[src/rtl/txn_pkg.sv]
package txn_pkg;

    localparam int NUM_TREGS = 4;
    localparam int SEL_W     = $clog2(NUM_TREGS);

    typedef enum logic [1:0] {
        CAUSE_NONE     = 2'd0,
        CAUSE_OVERFLOW = 2'd1,
        CAUSE_CONFLICT = 2'd2,
        CAUSE_EXPLICIT = 2'd3
    } cause_e;

    typedef enum logic [1:0] {
        ST_IDLE   = 2'd0,
        ST_ACTIVE = 2'd1,
        ST_ABORT  = 2'd2
    } txn_state_e;

endpackage

[src/rtl/txn_fsm.sv]
module txn_fsm
    import txn_pkg::*;
(
    input  logic       clk,
    input  logic       rst_n,
    input  logic       cmd_begin,
    input  logic       cmd_commit,
    input  logic       cmd_abort,
    input  logic       mem_overflow,
    input  logic       mem_conflict,
    output txn_state_e state,
    output logic       do_begin,
    output logic       do_abort,
    output cause_e     abort_cause
);

    txn_state_e state_q;
    txn_state_e state_d;

    // state register
    always_ff @(posedge clk) begin
        if (!rst_n) begin
            state_q <= ST_IDLE;
        end else begin
            state_q <= state_d;
        end
    end

    // next state and decoded actions
    always_comb begin
        state_d     = state_q;
        do_begin    = 1'b0;
        do_abort    = 1'b0;
        abort_cause = CAUSE_NONE;
        unique case (state_q)
            ST_IDLE: begin
                if (cmd_begin) begin
                    state_d  = ST_ACTIVE;
                    do_begin = 1'b1;
                end
            end
            ST_ACTIVE: begin
                if (mem_overflow) begin
                    state_d     = ST_ABORT;
                    do_abort    = 1'b1;
                    abort_cause = CAUSE_OVERFLOW;
                end else if (mem_conflict) begin
                    state_d     = ST_ABORT;
                    do_abort    = 1'b1;
                    abort_cause = CAUSE_CONFLICT;
                end else if (cmd_abort) begin
                    state_d     = ST_ABORT;
                    do_abort    = 1'b1;
                    abort_cause = CAUSE_EXPLICIT;
                end else if (cmd_commit) begin
                    state_d = ST_IDLE;
                end
            end
            ST_ABORT: begin
                state_d = ST_IDLE;
            end
            default: begin
                state_d = ST_IDLE;
            end
        endcase
    end

    assign state = state_q;

endmodule

[src/rtl/txn_regfile.sv]
module txn_regfile
    import txn_pkg::*;
#(
    parameter int DW     = 32,
    parameter int CODE_W = 20
) (
    input  logic                          clk,
    input  logic                          rst_n,
    input  logic                          do_begin,
    input  logic [DW-1:0]                 begin_handler,
    input  logic [DW-1:0]                 cur_sp,
    input  logic                          do_abort,
    input  cause_e                        abort_cause,
    input  logic [CODE_W-1:0]             abort_code,
    output logic [NUM_TREGS-1:0][DW-1:0]  tregs
);

    localparam int CAUSE_PAD = DW - 2;
    localparam int CODE_PAD  = DW - CODE_W;

    logic [DW-1:0]     handler_q;
    logic [DW-1:0]     sp_q;
    cause_e            cause_q;
    logic [CODE_W-1:0] code_q;

    always_ff @(posedge clk) begin
        if (!rst_n) begin
            handler_q <= '0;
            sp_q      <= '0;
            cause_q   <= CAUSE_NONE;
            code_q    <= '0;
        end else begin
            if (do_begin) begin
                handler_q <= begin_handler;
                sp_q      <= cur_sp;
                cause_q   <= CAUSE_NONE;
            end
            if (do_abort) begin
                cause_q <= abort_cause;
                if (abort_cause == CAUSE_EXPLICIT) begin
                    code_q <= abort_code;
                end
            end
        end
    end

    assign tregs[0] = handler_q;
    assign tregs[1] = sp_q;
    assign tregs[2] = {{CAUSE_PAD{1'b0}}, cause_q};
    assign tregs[3] = {{CODE_PAD{1'b0}}, code_q};

endmodule

[src/rtl/txn_read_mux.sv]
module txn_read_mux
    import txn_pkg::*;
#(
    parameter int DW = 32
) (
    input  logic [NUM_TREGS-1:0][DW-1:0] tregs,
    input  logic [SEL_W-1:0]             rd_sel,
    output logic [DW-1:0]                rd_data
);

    logic [NUM_TREGS-1:0][DW-1:0] masked;

    for (genvar g = 0; g < NUM_TREGS; g++) begin : g_term
        assign masked[g] = (rd_sel == SEL_W'(g)) ? tregs[g] : '0;
    end

    always_comb begin
        rd_data = '0;
        for (int i = 0; i < NUM_TREGS; i++) begin
            rd_data = rd_data | masked[i];
        end
    end

endmodule

[src/rtl/txn_state_unit.sv]
module txn_state_unit
    import txn_pkg::*;
#(
    parameter int DW     = 32,
    parameter int CODE_W = 20
) (
    input  logic              clk,
    input  logic              rst_n,
    input  logic              cmd_begin,
    input  logic [DW-1:0]     begin_handler,
    input  logic [DW-1:0]     cur_sp,
    input  logic              cmd_commit,
    input  logic              cmd_abort,
    input  logic [CODE_W-1:0] abort_code,
    input  logic              mem_overflow,
    input  logic              mem_conflict,
    input  logic [1:0]        rd_sel,
    output logic [DW-1:0]     rd_data,
    output logic              in_txn,
    output logic              redirect_valid,
    output logic [DW-1:0]     redirect_addr
);

    txn_state_e                   state;
    logic                         do_begin;
    logic                         do_abort;
    cause_e                       abort_cause;
    logic [NUM_TREGS-1:0][DW-1:0] tregs;

    txn_fsm u_fsm (
        .clk          (clk),
        .rst_n        (rst_n),
        .cmd_begin    (cmd_begin),
        .cmd_commit   (cmd_commit),
        .cmd_abort    (cmd_abort),
        .mem_overflow (mem_overflow),
        .mem_conflict (mem_conflict),
        .state        (state),
        .do_begin     (do_begin),
        .do_abort     (do_abort),
        .abort_cause  (abort_cause)
    );

    txn_regfile #(.DW(DW), .CODE_W(CODE_W)) u_regs (
        .clk           (clk),
        .rst_n         (rst_n),
        .do_begin      (do_begin),
        .begin_handler (begin_handler),
        .cur_sp        (cur_sp),
        .do_abort      (do_abort),
        .abort_cause   (abort_cause),
        .abort_code    (abort_code),
        .tregs         (tregs)
    );

    txn_read_mux #(.DW(DW)) u_rd (
        .tregs   (tregs),
        .rd_sel  (rd_sel),
        .rd_data (rd_data)
    );

    // state-decoded outputs
    always_comb begin
        in_txn         = 1'b0;
        redirect_valid = 1'b0;
        redirect_addr  = '0;
        unique case (state)
            ST_IDLE: begin
            end
            ST_ACTIVE: begin
                in_txn = 1'b1;
            end
            ST_ABORT: begin
                redirect_valid = 1'b1;
                redirect_addr  = tregs[0];
            end
            default: begin
            end
        endcase
    end

endmodule

[config.mk]
export PLATFORM = sky130hd
export DESIGN_NAME = txn_state_unit
export DESIGN_NICKNAME = d
export VERILOG_FILES = /design/src/rtl/txn_pkg.sv /design/src/rtl/txn_fsm.sv /design/src/rtl/txn_regfile.sv /design/src/rtl/txn_read_mux.sv /design/src/rtl/txn_state_unit.sv
export SDC_FILE = /design/constraint.sdc
export NUM_CORES = 1
export LEC_CHECK = 0
export BUFFER_PORTS_ARGS = -buffer_cell sky130_fd_sc_hd__buf_2
export CAP_MARGIN = 5
export CORE_UTILIZATION = 44
export DETAILED_ROUTE_END_ITERATION = 8
export HOLD_SLACK_MARGIN = 0.1
export PLACE_DENSITY = 0.81
export SLEW_MARGIN = 15
export SYNTH_ARGS = -nofsm -noshare
export SYNTH_HDL_FRONTEND = slang
export SYNTH_SLANG_ARGS = --single-unit
export TNS_END_PERCENT = 20
[constraint.sdc]
create_clock -name clk -period 1.6 [get_ports clk]
set_input_delay 0.32 -clock clk [delete_from_list [all_inputs] [get_ports clk]]
set_output_delay 0.32 -clock clk [all_outputs]
set_load 0.02 [all_outputs]
[After elaboration in Yosys (flattened, before gate mapping)]
Cells that the tools add are included.
Storage, ports and cells
  input port bits: 93
  output and inout port bits: 66
  register bits after elaboration: 88
Cells by class
  muxes and demuxes: 25
  bitwise gates (word level): 3
  equal/unequal tests: 8
  reduce and logical (&&, ||, !) cells: 5
Operators by type and width (count)
  32-bit 2-to-1 mux: 3
  32-bit OR: 3
  2-bit 2-to-1 mux: 12
  20-bit 2-to-1 mux: 1
  2-bit equality test, second input constant: 4
  1-bit 2-to-1 mux: 8
  5-bit inequality test, second input constant: 1
  2-bit by 1-bit equality test with 1-bit output, second input constant: 2
  2-bit logical NOT: 2
  2-bit one-hot mux with 2 select lines: 1
  2-bit AND reduction: 2
  2-bit inequality test, second input constant: 1
  2-bit nonzero test: 1

[Logic depth before layout (Yosys ltp)]
  depth after elaboration: 6
  depth in mapped cells: 5
  gate-level depth less buffers: 3

[Hierarchy]
A second synthesis with hierarchy kept.
Second synthesis, totals
  cell total of the unflattened synthesis: 441
  area total of the unflattened synthesis: 4877.2 um^2
Modules (own cells, without submodules)
  txn_regfile: area an instance 3601.0 um^2, times used 1, seq. area each 1721.7 um^2, cells an instance 346
  txn_read_mux: area an instance 818.3 um^2, times used 1, seq. area each 0.0 um^2, cells an instance 40
  txn_state_unit: area an instance 322.8 um^2, times used 1, seq. area each 0.0 um^2, cells an instance 40
  txn_fsm: area an instance 135.1 um^2, times used 1, seq. area each 40.0 um^2, cells an instance 15

[Worst setup path before layout]
No wires, ideal clock.
  path kind: input-to-output
  from: input port rd_sel[1]
  to: output port rd_data[12]
  data arrival time: 1406 ps
  path buffers: 2
  setup slack: -126 ps
  cell stages on the path: 4
  cell sequence: buf_2 > buf_1 > mux2_2 > a22o_1
Between the ends
  cells in the longest elaborated chain, start to end: 5
  elaborated cells on any way between the ends: 9
RTL lines
  start, declared: RTL line txn_state_unit.sv:17  | input logic [1:0] rd_sel,
  2-bit by 1-bit equality test with 1-bit output / 2-bit logical NOT (equally long branches): RTL line txn_read_mux.sv:14  | assign masked[g] = (rd_sel == SEL_W'(g)) ? tregs[g] : '0;
  32-bit 2-to-1 mux: RTL line txn_read_mux.sv:14
  32-bit OR (2 in series): RTL line txn_read_mux.sv:20  | rd_data = rd_data | masked[i];
  32-bit OR (*): RTL line txn_read_mux.sv:20
  end, declared: RTL line txn_state_unit.sv:18  | output logic [DW-1:0] rd_data,
Mark *: on every way between the ends. The rest lies on a longest branch, timed or not.

[Worst setup path after layout]
  from: register u_fsm.state_q[0] (netlist: u_fsm.state[0])
  to: output port redirect_addr[16]
Between the ends
  cells in the longest elaborated chain, start to end: 2
RTL lines
  start, declared: RTL line txn_fsm.sv:17  | txn_state_e state_q;
  start signal, assigned: RTL line txn_fsm.sv:25  | state_q <= state_d;
  2-bit equality test: RTL line txn_state_unit.sv:67  | unique case (state)
  32-bit 2-to-1 mux: RTL line txn_state_unit.sv:67
  end, declared: RTL line txn_state_unit.sv:21  | output logic [DW-1:0] redirect_addr
No other way between the ends.

==> load_flow_metrics.sql <==
INSERT INTO impl_metrics (metric_group, metric, value, unit) VALUES
('status', 'outcome', 'complete, but fails checks', ''),
('status', 'violations', 'negative setup slack', ''),
('clock_network', 'cts_htree_levels', '3', ''),
('floorplanning', 'design.die.area', '9860', 'um^2'),
('clock_network', 'cts_max_path_buffers', '2', ''),
('finish', 'areaGrowthSynthToFinish', '35.4', '%'),
('logic_synthesis', 'asyncSetResetFlopFracSynth', '0', '%'),
('sta', 'slew_violations', '0', ''),
('floorplanning', 'core-area', '9200', 'um^2'),
('sta', 'min_setup_slack_post_route', '-0.178', 'ns'),
('global_route', 'first_global_vias', '3756', ''),
('sta', 'worst_pin_slew', '0.322', 'ns'),
('route', 'drtAntennaViolNets', '0', ''),
('worst_setup_path', 'crit_family', 'simple AND/OR/NAND/NOR gates', ''),
('logic_synthesis', 'yosysWarningCount', '0', ''),
('power', 'netSwitchingPower', '1.35', 'mW'),
('worst_setup_path', 'ff2ff_setup_slack', '0.06', 'ns'),
('sta', 'slew_headroom', '78.6', '%'),
('worst_setup_path', 'setup.worst_path.start', 'u_fsm.state[0]$_SDFFE_PN0P_', ''),
('power', 'netSwitchingFraction', '28.4', '%'),
('logic_synthesis', 'synthFlopType', 'dfxtp_1', ''),
('floorplanning', 'placementRows', '35', ''),
('floorplanning', 'dieHeight', '99.3', 'um'),
('placement', 'io_buffer_count', '158', ''),
('global_route', 'grt.overflow.total', '0', ''),
('worst_setup_path', 'worst_setup_path_endpoint', 'redirect_addr[16]', ''),
('finish', 'multiInputGateArea', '2270', 'um^2'),
('power', 'p_comb_share', '15.7', '%'),
('global_route', 'antenna_found_initial', '1', ''),
('logic_synthesis', 'number_of_enable_flip_flop_cells_after_synthesis', '0', ''),
('worst_setup_path', 'cpMaxStageDelayCell', 'dfxtp_2', ''),
('sta', 'clock_skew', '0.0124', 'ns'),
('route', 'first_pass_iters', '4', ''),
('sta', 'final_cycle_utilization_of_the_critical_path', '111', '%'),
('placement', 'gpl.final_weighted_congestion', '0.803', ''),
('floorplanning', 'ports', '159', ''),
('route', 'drc_viols', '0', ''),
('route', 'avgRoutedWirePerCell', '14.8', 'um'),
('sta', 'rsz0062_at_grt', 'true', ''),
('finish', 'final_layout_size_suffix_gt1_share', '38.2', '%'),
('logic_synthesis', 'yosys_register_bits', '88', ''),
('finish', 'nFillCells', '814', ''),
('finish', 'layout_commonest_cell', 'nand2_1', ''),
('run', 'max_cap_check_violation_count', '0', ''),
('worst_setup_path', 'critPathMaxStageDelay', '0.35', 'ns'),
('sta', 'post_layout_minimum_cycle_time', '1.78', 'ns'),
('clock_network', 'clock_sink_count', '88', ''),
('route', 'vias', '3920', ''),
('power', 'peakVddDrop', '0.439', 'mV'),
('global_route', 'grt_max_degree', '57', ''),
('worst_setup_path', 'critPathMaxFanout', '13', ''),
('finish', 'finalNetCount', '734', ''),
('worst_setup_path', 'cp.depth', '4', ''),
('worst_setup_path', 'crit_type', 'flip-flop to primary output', ''),
('min_path', 'hold_class', 'input pin to flip-flop', ''),
('power', 'power_density_over_the_cells', '843', 'nW/um^2'),
('worst_setup_path', 'r2r-start', 'u_fsm.state[1]$_SDFFE_PN0P_', ''),
('sta', 'final.setup.tns', '-4.90', 'ns'),
('logic_synthesis', 'synth_cells', '493', ''),
('power', 'pwr-share-clk', '34.4', '%'),
('sta', 'hold_violations', '0', ''),
('global_route', 'grt_util_all_layers', '22.2', '%'),
('worst_setup_path', 'timing.critical_path.from_type', 'flip-flop', ''),
('power', 'power_internal', '3.41', 'mW'),
('floorplanning', 'initial_utilization', '45.3', '%'),
('route', 'detail_route.vias_per_cell', '5.17', ''),
('logic_synthesis', 'yosysSeqAreaShare', '42.3', '%'),
('sta', 'setup_viol_count_final', '49', ''),
('power', 'power.static_leakage', '2.53', 'nW'),
('worst_setup_path', 'worst-endpoint-arrival', '1.46', 'ns'),
('worst_setup_path', 'worstPathCellList', 'and2b_4, buf_8, and2_1, buf_6', '');
cell type report:
| class | instances | area share [%] |
|---|---|---|
| antenna | 1 | 0.0444 |
| timing repair buffer | 177 | 22.0 |
| clock buffer | 9 | 2.20 |
| tap | 111 | 2.46 |
| clock inverter | 7 | 1.53 |
| multi-input combinational | 365 | 40.2 |
| sequential | 88 | 31.6 |
per-stage QoR:
stage / cells / area (um^2) / setup slack (ns) / util, % / power [mW]
final: 758 / 5640 / -0.178 / 61.3 / 4.76
after global routing: 758 / 5640 / -0.227 / 61.3 / 4.99
after CTS: 756 / 5360 / -0.182 / 58.3 / 4.78
after detailed placement: 740 / 5140 / -0.0292 / 55.9 / 3.15
after global placement: 740 / 5140 / 0.00719 / 55.9 / 3.12
after floorplan: 493 / 4180 / 0.0304 / - / 2.84
worst min-delay path by stage:
stage | startpoint | endpoint | cells past startpoint
6_report | begin_handler[1] | u_regs.handler_q[1]$_SDFFE_PN0P_ | 3
2_1_floorplan | u_regs.code_q[10]$_SDFFE_PN0P_ | u_regs.code_q[10]$_SDFFE_PN0P_ | 2
5_1_grt | begin_handler[1] | u_regs.handler_q[1]$_SDFFE_PN0P_ | 3
3_3_place_gp | u_regs.code_q[14]$_SDFFE_PN0P_ | u_regs.code_q[14]$_SDFFE_PN0P_ | 2
4_1_cts | cur_sp[2] | u_regs.sp_q[2]$_SDFFE_PN0P_ | 3
3_5_place_dp | u_regs.code_q[1]$_SDFFE_PN0P_ | u_regs.code_q[1]$_SDFFE_PN0P_ | 2
worst reg2reg max path, cell delays in order, from the launching register on:
cell,delay [ns]
dfxtp_4,0.38
or3b_4,0.40
nor3b_4,0.23
buf_12,0.22
mux2i_1,0.24
cell families after synthesis:
group | synth area share (%)
muxes | 13.6
and+or+nand+nor | 23.4
DFF | 42.3
buffers and inverters | 4.50
AOI/OAI and AO/OA | 16.2
Yosys cell counts (2+ instances only):
| master | instances | area (um^2) |
|---|---|---|
| dfxtp_1 | 88 | 1760 |
| buf_2 | 18 | 90.1 |
| nand2_1 | 170 | 638 |
| nor2_1 | 15 | 56.3 |
| mux2_2 | 18 | 203 |
| a22o_1 | 18 | 158 |
| a21boi_0 | 64 | 480 |
| buf_6 | 2 | 22.5 |
| mux2i_1 | 32 | 320 |
| mux4_2 | 2 | 45.0 |
| and2_1 | 32 | 200 |
| clkbuf_1 | 19 | 71.3 |
metal layers:
| metal | part of all wire [%] | GRT usage, % | vias up |
|---|---|---|---|
| li1 | - | - | 1930 |
| met1 | 41 | 25.8 | 1849 |
| met2 | 52 | 39.4 | 130 |
| met3 | 6.4 | 6.25 | 11 |
| met4 | 0.95 | 7.47 | 0 |
| met5 | 0 | 0 | - |
what timing repair did:
item                                    in CTS  in global routing
cloned                                       0                  1
resized for setup                            8                 89
endpoints found under the setup margin      49                 62
hold buffers                                 0                  0
pin swaps                                    0                  8
power groups by stage:
stage	Clock [mW]	Combinational [mW]	Sequential [mW]
floorplan	0	0.442	2.40
global placement	0	0.704	2.42
detailed placement	0	0.724	2.42
CTS	1.68	0.729	2.37
global route	1.77	0.822	2.39
finish	1.63	0.749	2.37
flip-flops by register name (all words and copies together), names as in the netlist:
register          count
u_fsm.state           2
u_regs.handler_q     32
u_regs.code_q        20
u_regs.cause_q        2
u_regs.sp_q          32
Note: power is estimated with default switching activity, not from simulation.
